<file path="src/rtl/ocp_guard_pkg.sv">
package ocp_guard_pkg;

  typedef enum logic [1:0] {
    ST_IDLE,
    ST_SKIP,
    ST_GUARD,
    ST_LOCK
  } ocpState_e;

  // strobes from control to datapath
  typedef struct packed {
    logic cntClear;
    logic cntStep;
    logic pulseLoad;
    logic pulseVal;
  } ocpStrobe_t;

endpackage

</file>
<file path="src/rtl/ocp_window_dp.sv">
module ocp_window_dp
  import ocp_guard_pkg::*;
#(
  parameter int SKIP_TICKS  = 8,
  parameter int GUARD_TICKS = 8
) (
  input  logic       clk,
  input  logic       rstN,
  input  ocpStrobe_t strb,
  output logic       skipLast,
  output logic       guardLast,
  output logic       hsPulseEn
);

  localparam int CNT_W = $clog2(SKIP_TICKS + GUARD_TICKS + 1);
  localparam logic [CNT_W-1:0] SKIP_END  = CNT_W'(SKIP_TICKS - 1);
  localparam logic [CNT_W-1:0] GUARD_END = CNT_W'(SKIP_TICKS + GUARD_TICKS - 1);

  logic [CNT_W-1:0] cntQ;
  logic             pulseQ;

  // strobe counter since the first trip
  always_ff @(posedge clk or negedge rstN) begin
    if (!rstN) begin
      cntQ <= '0;
    end else if (strb.cntClear) begin
      cntQ <= '0;
    end else if (strb.cntStep) begin
      cntQ <= cntQ + 1'b1;
    end
  end

  // registered high-side permit
  always_ff @(posedge clk or negedge rstN) begin
    if (!rstN) begin
      pulseQ <= 1'b1;
    end else if (strb.pulseLoad) begin
      pulseQ <= strb.pulseVal;
    end
  end

  assign skipLast  = (cntQ == SKIP_END);
  assign guardLast = (cntQ == GUARD_END);
  assign hsPulseEn = pulseQ;

endmodule

</file>
<file path="src/rtl/ocp_window_ctrl.sv">
module ocp_window_ctrl
  import ocp_guard_pkg::*;
(
  input  logic       clk,
  input  logic       rstN,
  input  logic       enA,
  input  logic       enB,
  input  logic       sampleTick,
  input  logic       ocTrip,
  input  logic       skipLast,
  input  logic       guardLast,
  output ocpStrobe_t strb,
  output logic       ocLatched
);

  ocpState_e stQ, stNext;
  logic      bothLow;

  assign bothLow = !enA && !enB;

  always_comb begin
    stNext = stQ;
    strb   = '0;
    if (bothLow) begin
      stNext         = ST_IDLE;
      strb.cntClear  = 1'b1;
      strb.pulseLoad = 1'b1;
      strb.pulseVal  = 1'b1;
    end else if (sampleTick) begin
      unique case (stQ)
        ST_IDLE: begin
          strb.pulseLoad = 1'b1;
          strb.pulseVal  = !ocTrip;
          if (ocTrip) begin
            stNext       = ST_SKIP;
            strb.cntStep = 1'b1;
          end
        end
        ST_SKIP: begin
          strb.pulseLoad = 1'b1;
          strb.pulseVal  = !ocTrip;
          strb.cntStep   = 1'b1;
          if (skipLast) stNext = ST_GUARD;
        end
        ST_GUARD: begin
          strb.pulseLoad = 1'b1;
          if (ocTrip) begin
            stNext        = ST_LOCK;
            strb.cntClear = 1'b1;
            strb.pulseVal = 1'b0;
          end else begin
            strb.pulseVal = 1'b1;
            if (guardLast) begin
              stNext        = ST_IDLE;
              strb.cntClear = 1'b1;
            end else begin
              strb.cntStep = 1'b1;
            end
          end
        end
        default: ;
      endcase
    end
  end

  always_ff @(posedge clk or negedge rstN) begin
    if (!rstN) stQ <= ST_IDLE;
    else       stQ <= stNext;
  end

  assign ocLatched = (stQ == ST_LOCK);

endmodule

</file>
<file path="src/rtl/ocp_guard.sv">
module ocp_guard
  import ocp_guard_pkg::*;
#(
  parameter int SKIP_TICKS  = 8,  // must be 2 or more
  parameter int GUARD_TICKS = 8
) (
  input  logic clk,
  input  logic rstN,
  input  logic enA,
  input  logic enB,
  input  logic sampleTick,
  input  logic ocTrip,
  output logic hsPulseEn,
  output logic ocLatched
);

  ocpStrobe_t strb;
  logic       skipLast;
  logic       guardLast;

  ocp_window_ctrl u_ctrl (
    .clk       (clk),
    .rstN      (rstN),
    .enA       (enA),
    .enB       (enB),
    .sampleTick(sampleTick),
    .ocTrip    (ocTrip),
    .skipLast  (skipLast),
    .guardLast (guardLast),
    .strb      (strb),
    .ocLatched (ocLatched)
  );

  ocp_window_dp #(
    .SKIP_TICKS (SKIP_TICKS),
    .GUARD_TICKS(GUARD_TICKS)
  ) u_dp (
    .clk      (clk),
    .rstN     (rstN),
    .strb     (strb),
    .skipLast (skipLast),
    .guardLast(guardLast),
    .hsPulseEn(hsPulseEn)
  );

endmodule

</file>
<file path="config.mk">
export PLATFORM = sky130hd
export DESIGN_NAME = ocp_guard
export DESIGN_NICKNAME = d
export VERILOG_FILES = /design/src/rtl/ocp_guard_pkg.sv /design/src/rtl/ocp_window_dp.sv /design/src/rtl/ocp_window_ctrl.sv /design/src/rtl/ocp_guard.sv
export SDC_FILE = /design/constraint.sdc
export NUM_CORES = 1
export LEC_CHECK = 0
export ABC_AREA = 1
export BUFFER_PORTS_ARGS = -buffer_cell sky130_fd_sc_hd__buf_4
export CORE_AREA = 2 2 39 41
export DETAILED_ROUTE_END_ITERATION = 8
export DIE_AREA = 0 0 41 43
export HOLD_SLACK_MARGIN = 0.1
export PLACE_DENSITY = 0.7
export SETUP_SLACK_MARGIN = 0.2
export SLEW_MARGIN = 20
export SYNTH_ARGS = -nofsm -noshare
export SYNTH_HDL_FRONTEND = slang
export SYNTH_SLANG_ARGS = --single-unit
</file>
<file path="constraint.sdc">
create_clock -name clk -period 1.5 [get_ports clk]
set_input_delay 0.15 -clock clk [delete_from_list [all_inputs] [get_ports clk]]
set_output_delay 0.15 -clock clk [all_outputs]
set_load 0.03 [all_outputs]
</file>
==> qor.csv, run 1 <==
stage,metric,value,unit
power_and_ir_drop,p_leak,0.422,nW
hold_path,min_path_type,in -> async,
synth,ys_ff_latch,8,
worst_setup_path,cp.required,1.69,ns
cts,clk_root_buffer_cell,clkbuf_4,
final_layout,layout-drive-gt1-share,41.7,%
final_layout,area_delta_synth_final,38.8,%
worst_setup_path,timing.critical_path.fanout_max,6,
drt,totalWireLength,1.50,mm
cts,cts_buffer_depth,2,
global_route,overflow,0,
cts,cts_inserted_buffers,3,
drt,wl_per_cell,12.6,um
power_and_ir_drop,p_total,1.29,mW
worst_setup_path,arrival,1.68,ns
synth,synth_cell_types,18,
final_layout,utilization,61.5,%
power_and_ir_drop,vdd_drop_max,0.000803,V
worst_setup_path,r2r-start,u_dp.cntQ[0]$_DFFE_PN0P_,
synth,yosysMostFrequentCell,nand2_1,
synth,synth_cells,85,
placed_design,postPlaceCellArea,708,sq um
drt,post-route-drc-count,0,
global_route,grt_use_total,19.2,%
final_layout,layout.nets,116,
global_route,grt-busiest-layer,met2,
sta,slew_violations,0,
status,outcome,finished clean,
global_route,grt_pass1_wl,2.23,mm
synth,ys_warn_count,0,
synth,ys.flop_type,dfrtp_1,
cts,htree_num_levels,1,
drt,drt_first_pass_iters,2,
global_route,use_met1,21.0,%
synth,post-synth-top-area-fraction,28.6,%
global_route,grt_max_degree,9,
cts,clk_pin_slew_worst_paths,0.07,ns
drt,drtIter0Drc,4,
synth,synth_edf_count,0,
drt,detail-route-antenna-nets,0,
sta,finalCritPeriodShare,99.9,%
die,die_area,1760,sq um
placed_design,hpwlAfterDp,1.04,mm
global_route,antenna_found_initial,0,
placed_design,globalplace.congestion,0.831,
sta,hold_violations,0,
die,die_w,41,um
synth,syn_nets,97,
die,initial_core_util,44.3,%
worst_setup_path,critPathLaunchType,flop,
sta,final.setup.tns,0,ns
synth,async_flop_share,100,%
sta,relSlewSlack,83.6,%
synth,synth.area.top_cells,"dfrtp_1 (29%), ha_1 (12%), nand2_1 (9.2%)",
die,num_rows,14,
die,top_level_ports,8,
sta,finClkSkew,0.0159,ns
worst_setup_path,rr_worst_depth,10,
synth,yosysTopAreaCell,dfrtp_1,
final_layout,num_antenna_cells,0,
global_route,use_met3,7.85,%
drt,via_count,599,
cts,cts_tree,done,
sta,setup_viol,0,
global_route,grt_pass1_vias,547,
sta,max_freq,668,MHz
sta,tightest_slew,0.244,ns
worst_setup_path,end_kind,flop,
worst_setup_path,regToRegEndpoint,u_dp.cntQ[0]$_DFFE_PN0P_,
synth,syn-cell-area,613,sq um
worst_setup_path,worstSetupPathType,reg -> reg,
synth,avgSynthCellArea,7.21,sq um
die,fp.coreArea,1380,sq um
job,cap_violations,0,
worst_setup_path,r2r_slack,0.002,ns
sta,period_needed,1.50,ns
worst_setup_path,crit_path_start,u_dp.cntQ[0]$_DFFE_PN0P_,
synth,ys_seq_area_share,32.9,%
worst_setup_path,critPathCapture,u_dp.cntQ[0]$_DFFE_PN0P_,
final_layout,design_area,851,sq um
drt,viasPerCell,5.03,
synth,synth_common_cells,"nand2_1 (15), inv_1 (14), nor2_1 (13), nand3_1 (8), dfrtp_1 (7)",
die,die_h,43,um
cts,cts.sinks,8,
placed_design,io_buffers,7,
power_and_ir_drop,powerDensity,1520,nW/um^2
global_route,grt_use_met2,30.9,%
cts,clkLatencyLatePin,0.27,ns
sta,rsz0062_at_grt,true,
## through the flow
step / hold slack, ns / std cells / worst slack, ns
3_5_place_dp: -0.0220 / 110 / -0.00966
6_report: 0.232 / 119 / 0.00208
3_3_place_gp: -0.0272 / 110 / 0.0115
5_1_grt: 0.253 / 119 / -0.0831
2_1_floorplan: -0.146 / 85 / 0.0724
4_1_cts: 0.214 / 117 / 0.00459
## sequential cells by signal (all words and copies together) (netlist names)
signal,count
u_ctrl.stQ,2
u_dp.cntQ,5
u_dp.hsPulseEn,1
## per-layer routing
metal / up-vias / wire length [um] / part of all wire, %
met4: 0 / 9 / 0.60
met3: 2 / 41 / 2.7
met1: 285 / 608 / 41
met5: - / 0 / 0
li1: 303 / - / -
met2: 9 / 836 / 56
## what timing repair did
item / CTS / global route
hold buffers: 1 / 0
pin swaps: 4 / 4
gates resized for setup: 5 / 14
gates cloned: 0 / 0
endpoints found under the setup margin: 7 / 8
hold endpoints to repair: 8 / 0
setup buffers: 2 / 2
## cells in the final DEF, fill, tap and decap left out
| cell type | n |
|---|---|
| ha_2 | 4 |
| and3_4 | 1 |
| nand3_4 | 1 |
| a21oi_2 | 2 |
| dfstp_2 | 1 |
| nor2_4 | 2 |
| nand2_1 | 13 |
| clkbuf_4 | 3 |
| nand2_2 | 4 |
| nand3_2 | 2 |
| dlygate4sd3_1 | 1 |
| inv_2 | 3 |
| ha_1 | 2 |
| inv_1 | 12 |
| xor2_1 | 1 |
| dfrtp_1 | 7 |
| o21ai_0 | 1 |
| nand3_1 | 6 |
| nand2_8 | 1 |
| nand4_1 | 4 |
| xor2_2 | 1 |
| buf_4 | 13 |
| nor2_2 | 4 |
| clkbuf_1 | 1 |
| nand3b_1 | 1 |
| a21oi_1 | 1 |
| nor2_1 | 10 |
| nand2_4 | 1 |
## final cells by class
cell class / instances / area, sq um
clock buffer: 4 / 26.3
fill: 120 / 533
inverter: 15 / 56.3
multi-input combinational: 62 / 439
sequential: 8 / 201
tap: 16 / 20.0
timing repair buffer: 14 / 108
## worst max-delay path: stages (launching register included)
cell     delay (ns)
dfrtp_1        0.38
ha_2           0.19
nand2_2        0.07
nor2_2         0.04
ha_2           0.16
inv_2          0.08
nand3_4        0.08
nand2_4        0.11
nand2_8        0.08
xor2_2         0.15
nor2_1         0.09
## cells by family (layout without fill, tap and decap cells)
logic type      Yosys count  in the layout  synth area share, %
simple gates             50             50                 39.6
buf+inv                  15             33                 9.18
xor+xnor                  2              2                 2.86
compound gates            4              4                 3.26
flops                     8              8                 32.9
fa+ha+maj                 6              6                 12.2
## power breakdown
part	switching [mW]	internal (mW)	total, mW
clock network	0.0837	0.102	0.186
registers	0.0524	0.289	0.342
logic	0.440	0.322	0.762
total	0.576	0.714	1.29
## how the worst min path moves through the flow
stage / from / to / slack [ns] / cells after the start
detailed placement: rstN / u_dp.cntQ[2]$_DFFE_PN0P_ / -0.02 / 1
finish: rstN / u_dp.cntQ[4]$_DFFE_PN0P_ / 0.23 / 2
floorplan: rstN / u_ctrl.stQ[0]$_DFFE_PN0P_ / -0.15 / 0
CTS: ocTrip / u_dp.hsPulseEn$_DFFE_PN1P_ / 0.21 / 4
global route: ocTrip / u_dp.hsPulseEn$_DFFE_PN1P_ / 0.25 / 4
global placement: rstN / u_dp.cntQ[2]$_DFFE_PN0P_ / -0.03 / 1
Note: power is estimated with default switching activity, not from simulation.
==> run 2, diff against run 1 <==
--- a/config.mk
+++ b/config.mk
@@ -6,12 +6,13 @@
 export NUM_CORES = 1
 export LEC_CHECK = 0
 export ABC_AREA = 1
-export BUFFER_PORTS_ARGS = -buffer_cell sky130_fd_sc_hd__buf_4
 export CORE_AREA = 2 2 39 41
 export DETAILED_ROUTE_END_ITERATION = 8
 export DIE_AREA = 0 0 41 43
+export DONT_BUFFER_PORTS = 1
 export HOLD_SLACK_MARGIN = 0.1
-export PLACE_DENSITY = 0.7
+export PLACE_DENSITY = 0.65
+export RECOVER_POWER = 100
 export SETUP_SLACK_MARGIN = 0.2
 export SLEW_MARGIN = 20
 export SYNTH_ARGS = -nofsm -noshare
==> run 2 against run 1 <==
  * Via count decreased by 3.0%
  * Sequential cell count stayed put
  * Total power up 0.46%
  * Clock power hardly changed
  * Utilization shrank 2.0 points
  * Largest cell class unchanged
==> qor.csv, run 2 (synthesized netlist as in run 1, its figures left out) <==
stage,metric,value,unit
status,outcome,finished clean,
cts,cts_inserted_buffers,3,
sta,rsz0062_at_grt,true,
sta,tightest_slew,0.368,ns
worst_setup_path,timing.critical_path.fanout_max,2,
drt,post-route-drc-count,0,
placed_design,postPlaceCellArea,671,sq um
cts,clkLatencyLatePin,0.26,ns
worst_setup_path,cp.required,1.65,ns
worst_setup_path,path_cells,ha_2 -> nand2_2 -> nor2_2 -> ha_2 -> inv_2 -> nand3_4 -> buf_4 -> nand3_2 -> nor2_2 -> nor2_1 -> nor2_1,
die,fp.coreArea,1380,sq um
drt,drt_first_pass_iters,3,
final_layout,layout-drive-gt1-share,35.0,%
final_layout,largest_reg_flops,5,
drt,detail-route-antenna-nets,0,
global_route,grt_pass1_wl,2.13,mm
placed_design,pre_cts_ws,-0.0319,ns
hold_path,min_path_type,in -> reg,
worst_setup_path,worstSetupPathType,reg -> reg,
final_layout,area_delta_synth_final,34.3,%
final_layout,layout_common_cells,"nand2_1 (14), inv_1 (12), nor2_1 (12), buf_4 (10), dfrtp_1 (7)",
final_layout,seqCellArea,201,sq um
worst_setup_path,critPathLaunchType,flop,
final_layout,final_common_cell,nand2_1,
drt,wl_per_cell,11.6,um
global_route,grt_use_total,18.6,%
sta,slew_violations,0,
worst_setup_path,end_kind,flop,
die,die_w,41,um
sta,relSlewSlack,75.4,%
worst_setup_path,crit_buf_inv,2,
global_route,antenna_found_initial,0,
worst_setup_path,slowest_delay,0.38,ns
power_and_ir_drop,vdd_drop_max,0.000864,V
cts,cts_tree,done,
cts,cts.sinks,8,
sta,finClkSkew,0.00421,ns
global_route,overflow,0,
final_layout,layout.nets,116,
final_layout,top_register,u_dp.cntQ,
die,initial_core_util,44.3,%
die,die_area,1760,sq um
sta,max_freq,668,MHz
placed_design,io_buffers,0,
final_layout,design_area,823,sq um
sta,hold_violations,0,
sta,hold_slack,0.143,ns
drt,drtIter0Drc,5,
drt,totalWireLength,1.38,mm
cts,clk_root_buffer_cell,clkbuf_4,
drt,via_count,581,
final_layout,nFillCells,129,
die,top_level_ports,8,
sta,finalCritPeriodShare,99.7,%
final_layout,utilization,59.5,%
placed_design,hpwlAfterDp,929,um
sta,period_needed,1.50,ns
sta,setup_viol,0,
cts,htree_num_levels,1,
drt,viasPerCell,4.88,
die,num_rows,14,
worst_setup_path,cpMaxStageDelayCell,dfrtp_1,
cts,clk_pin_slew_worst_paths,0.06,ns
power_and_ir_drop,p_leak,0.428,nW
global_route,grt_pass1_vias,532,
job,cap_violations,0,
die,die_h,43,um
sta,setup_slack,0.00407,ns
worst_setup_path,crit_family,simple AND/OR/NAND/NOR gates,
worst_setup_path,arrival,1.65,ns
global_route,grt_max_degree,9,
final_layout,multiInputGateArea,408,sq um
power_and_ir_drop,powerDensity,1570,nW/um^2
final_layout,num_antenna_cells,0,
cts,cts_buffer_depth,2,
placed_design,globalplace.congestion,0.837,
-- run 2: changes by cell type in the layout (fill, tap and decap cells not counted), sizes merged --
cell,delta
buf,-2
clkbuf,+1
dlygate4sd3,+1
-- run 2: per-stage QoR --
| step | setup TNS, ns | power (mW) | std cells |
|---|---|---|---|
| 5_1_grt | -0.573 | 1.42 | 119 |
| 2_1_floorplan | 0 | 0.785 | 85 |
| 6_report | 0 | 1.30 | 119 |
| 3_3_place_gp | -0.0145 | 0.898 | 105 |
| 4_1_cts | 0 | 1.19 | 114 |
| 3_5_place_dp | -0.0793 | 0.905 | 105 |
-- run 2: area by class of cell --
cell class | instances | area share [%]
multi-input cells | 62 | 49.5
flip-flops and latches | 8 | 24.5
repair buffers | 14 | 13.5
inverters | 15 | 6.84
clock buffers | 4 | 3.19
well taps | 16 | 2.43
-- run 2: timing repair --
item,4_1_cts,5_1_grt
pin swaps,10,3
setup endpoints to repair,7,8
resized for setup,7,7
endpoints found under the hold margin,9,0
buffers inserted,3,5
hold buffers,2,0
-- run 2: worst paths after layout --
check	start	to	slack, ns	cells after the start
max	u_dp.cntQ[0]$_DFFE_PN0P_	u_ctrl.stQ[1]$_DFFE_PN0P_	0.004	11
min	sampleTick	u_dp.hsPulseEn$_DFFE_PN1P_	0.14	3
max reg2reg	u_dp.cntQ[0]$_DFFE_PN0P_	u_ctrl.stQ[1]$_DFFE_PN0P_	0.004	11
min reg2reg	u_ctrl.stQ[0]$_DFFE_PN0P_	u_ctrl.stQ[0]$_DFFE_PN0P_	0.59	2
max in group asynchronous	rstN	u_dp.hsPulseEn$_DFFE_PN1P_	0.96	1
min in group asynchronous	rstN	u_dp.cntQ[2]$_DFFE_PN0P_	0.23	1
-- run 2: power by group --
part           internal, mW  leakage [nW]  total [mW]  switching [mW]
clock                 0.102        0.0150       0.185          0.0826
combinational         0.349         0.310       0.756           0.407
sequential            0.287         0.103       0.355          0.0674
-- run 2: tightest hold or removal path: stages --
cell	delay (ns)
inv_1	0.06
o21ai_0	0.07
nand3_1	0.08
-- run 2: metal layers --
| metal | track usage [%] | vias to the layer above | wire length, um |
|---|---|---|---|
| met3 | 9.42 | 2 | 52 |
| met2 | 25.6 | 7 | 691 |
| met1 | 23.8 | 269 | 623 |
| met5 | 0 | - | 0 |
| li1 | - | 303 | - |
| met4 | 8.00 | 0 | 9 |
==> run 3, diff against run 2 <==
--- a/config.mk
+++ b/config.mk
@@ -7,6 +7,7 @@
 export LEC_CHECK = 0
 export ABC_AREA = 1
 export CORE_AREA = 2 2 39 41
+export CTS_BUF_LIST = sky130_fd_sc_hd__clkbuf_8
 export DETAILED_ROUTE_END_ITERATION = 8
 export DIE_AREA = 0 0 41 43
 export DONT_BUFFER_PORTS = 1
==> run 3 against run 2 <==
  * The run now ends with negative setup slack left
  * Total power is 8.0% higher
  * Sequential cell count unchanged
  * Worst setup slack worse by 0.0094 ns
  * First-iteration DRC count increased by 120%
  * Clock power up 52%
  * Die area unchanged
  * Final cell count is 0.84% lower
  * Worst hold slack worse by 0.018 ns
  * Register-to-register slack is essentially flat
  * Sequential power is essentially flat
  * Non-clock buffer count shrank 1
  * Design area increased by 1.1%
  * Largest power group unchanged
==> qor.csv, run 3 (synthesized netlist as in run 1, its figures left out) <==
stage,metric,value,unit
power_and_ir_drop,vdd_drop_max,0.000899,V
placed_design,globalplace.congestion,0.837,
worst_setup_path,timing.critical_path.fanout_max,2,
worst_setup_path,slowest_delay,0.38,ns
final_layout,seqCellArea,201,sq um
sta,final.setup.tns,-0.00529,ns
die,die_w,41,um
worst_setup_path,crit_cells,11,
final_layout,layout_common_cells,"nand2_1 (14), inv_1 (13), nor2_1 (12), buf_4 (10), dfrtp_1 (7)",
die,die_h,43,um
sta,hold_slack,0.125,ns
power_and_ir_drop,powerDensity,1680,nW/um^2
cts,clk_pin_slew_worst_paths,0.05,ns
die,initial_core_util,44.3,%
final_layout,num_antenna_cells,0,
cts,cts.sinks,8,
placed_design,hpwlAfterDp,929,um
worst_setup_path,critPathCapture,u_ctrl.stQ[1]$_DFFE_PN0P_,
placed_design,io_buffers,0,
sta,finalCritPeriodShare,100,%
sta,rsz0062_at_grt,true,
final_layout,layout-drive-gt1-share,35.3,%
die,top_level_ports,8,
placed_design,pre_cts_ws,-0.0319,ns
final_layout,area_delta_synth_final,35.7,%
sta,setup_viol,1,
worst_setup_path,cp.required,1.63,ns
status,violations,negative setup slack,
final_layout,utilization,60.1,%
worst_setup_path,crit_buf_inv,2,
placed_design,dp_cells,105,
global_route,antenna_found_initial,0,
drt,via_count,576,
status,outcome,"complete, but fails checks",
drt,detail-route-antenna-nets,0,
cts,cts_tree,done,
drt,viasPerCell,4.88,
sta,slew_violations,0,
sta,finClkSkew,0.00149,ns
worst_setup_path,r2r_slack,-0.005,ns
drt,post-route-drc-count,0,
placed_design,postPlaceCellArea,671,sq um
worst_setup_path,worstSetupPathType,reg -> reg,
global_route,grt_use_total,19.0,%
sta,period_needed,1.51,ns
cts,clkLatencyLatePin,0.24,ns
die,die_area,1760,sq um
sta,hold_violations,0,
final_layout,design_area,832,sq um
sta,relSlewSlack,74.5,%
final_layout,multiInputGateArea,408,sq um
final_layout,final_common_cell,nand2_1,
sta,setup_slack,-0.00529,ns
worst_setup_path,r2r-start,u_dp.cntQ[0]$_DFFE_PN0P_,
sta,max_freq,664,MHz
job,cap_violations,0,
sta,tightest_slew,0.381,ns
worst_setup_path,critPathLaunchType,flop,
worst_setup_path,end_kind,flop,
die,num_rows,14,
final_layout,nFillCells,126,
power_and_ir_drop,p_total,1.40,mW
hold_path,min_path_type,in -> reg,
worst_setup_path,regToRegEndpoint,u_ctrl.stQ[1]$_DFFE_PN0P_,
drt,drt_first_pass_iters,4,
final_layout,instances_no_fill,118,
cts,clk_root_buffer_cell,clkbuf_8,
worst_setup_path,arrival,1.63,ns
final_layout,top_register,u_dp.cntQ,
final_layout,largest_reg_flops,5,
worst_setup_path,crit_path_start,u_dp.cntQ[0]$_DFFE_PN0P_,
worst_setup_path,crit_family,simple AND/OR/NAND/NOR gates,
cts,cts_inserted_buffers,3,
drt,wl_per_cell,12.2,um
global_route,grt_pass1_wl,2.19,mm
hold_path,hold_depth,3,
cts,cts_buffer_depth,2,
power_and_ir_drop,p_leak,0.435,nW
worst_setup_path,rr_worst_depth,11,
global_route,grt_max_degree,9,
worst_setup_path,path_cells,ha_2 -> nand2_2 -> nor2_2 -> ha_2 -> inv_2 -> nand3_4 -> buf_4 -> nand3_2 -> nor2_2 -> nor2_1 -> nor2_1,
cts,htree_num_levels,1,
global_route,overflow,0,
die,fp.coreArea,1380,sq um
drt,drtIter0Drc,11,
global_route,grt_pass1_vias,541,
worst_setup_path,cpMaxStageDelayCell,dfrtp_1,
final_layout,layout.nets,115,
drt,totalWireLength,1.45,mm
-- run 3: report_power, final --
group | switching, mW | internal [mW]
clock network | 0.103 | 0.179
logic | 0.413 | 0.349
registers | 0.0681 | 0.288
total | 0.584 | 0.816
-- run 3: layout make-up --
cell class | instances | area share, %
inverter | 15 | 6.77
multi-input combinational | 62 | 49.0
clock inverter | 1 | 0.451
sequential | 8 | 24.2
tap | 16 | 2.41
timing repair buffer | 13 | 12.2
clock buffer | 3 | 4.96
-- run 3: timing repair --
| item | 4_1_cts | 5_1_grt |
|---|---|---|
| setup endpoints to repair | 7 | 8 |
| resized for setup | 7 | 7 |
| hold buffers | 1 | 0 |
| pin swaps | 10 | 3 |
| setup buffers | 3 | 5 |
| hold endpoints to repair | 8 | 0 |
-- run 3: how the worst min path moves through the flow --
stage / from / to
2_1_floorplan: rstN / u_ctrl.stQ[0]$_DFFE_PN0P_
3_3_place_gp: rstN / u_dp.cntQ[2]$_DFFE_PN0P_
3_5_place_dp: rstN / u_dp.cntQ[2]$_DFFE_PN0P_
4_1_cts: ocTrip / u_dp.hsPulseEn$_DFFE_PN1P_
5_1_grt: ocTrip / u_dp.hsPulseEn$_DFFE_PN1P_
6_report: ocTrip / u_dp.hsPulseEn$_DFFE_PN1P_
-- run 3: metal layers --
metal,GRT usage (%),vias up,wire (um)
li1,-,301,-
met1,24.5,267,626
met2,27.2,6,746
met3,9.42,2,56
met4,6.00,0,16
met5,0,-,0
-- run 3: worst register-to-register path, cell delays in order (launching register included) --
cell,delay (ns)
dfrtp_1,0.38
ha_2,0.21
nand2_2,0.07
nor2_2,0.04
ha_2,0.16
inv_2,0.08
nand3_4,0.07
buf_4,0.14
nand3_2,0.07
nor2_2,0.04
nor2_1,0.08
nor2_1,0.05
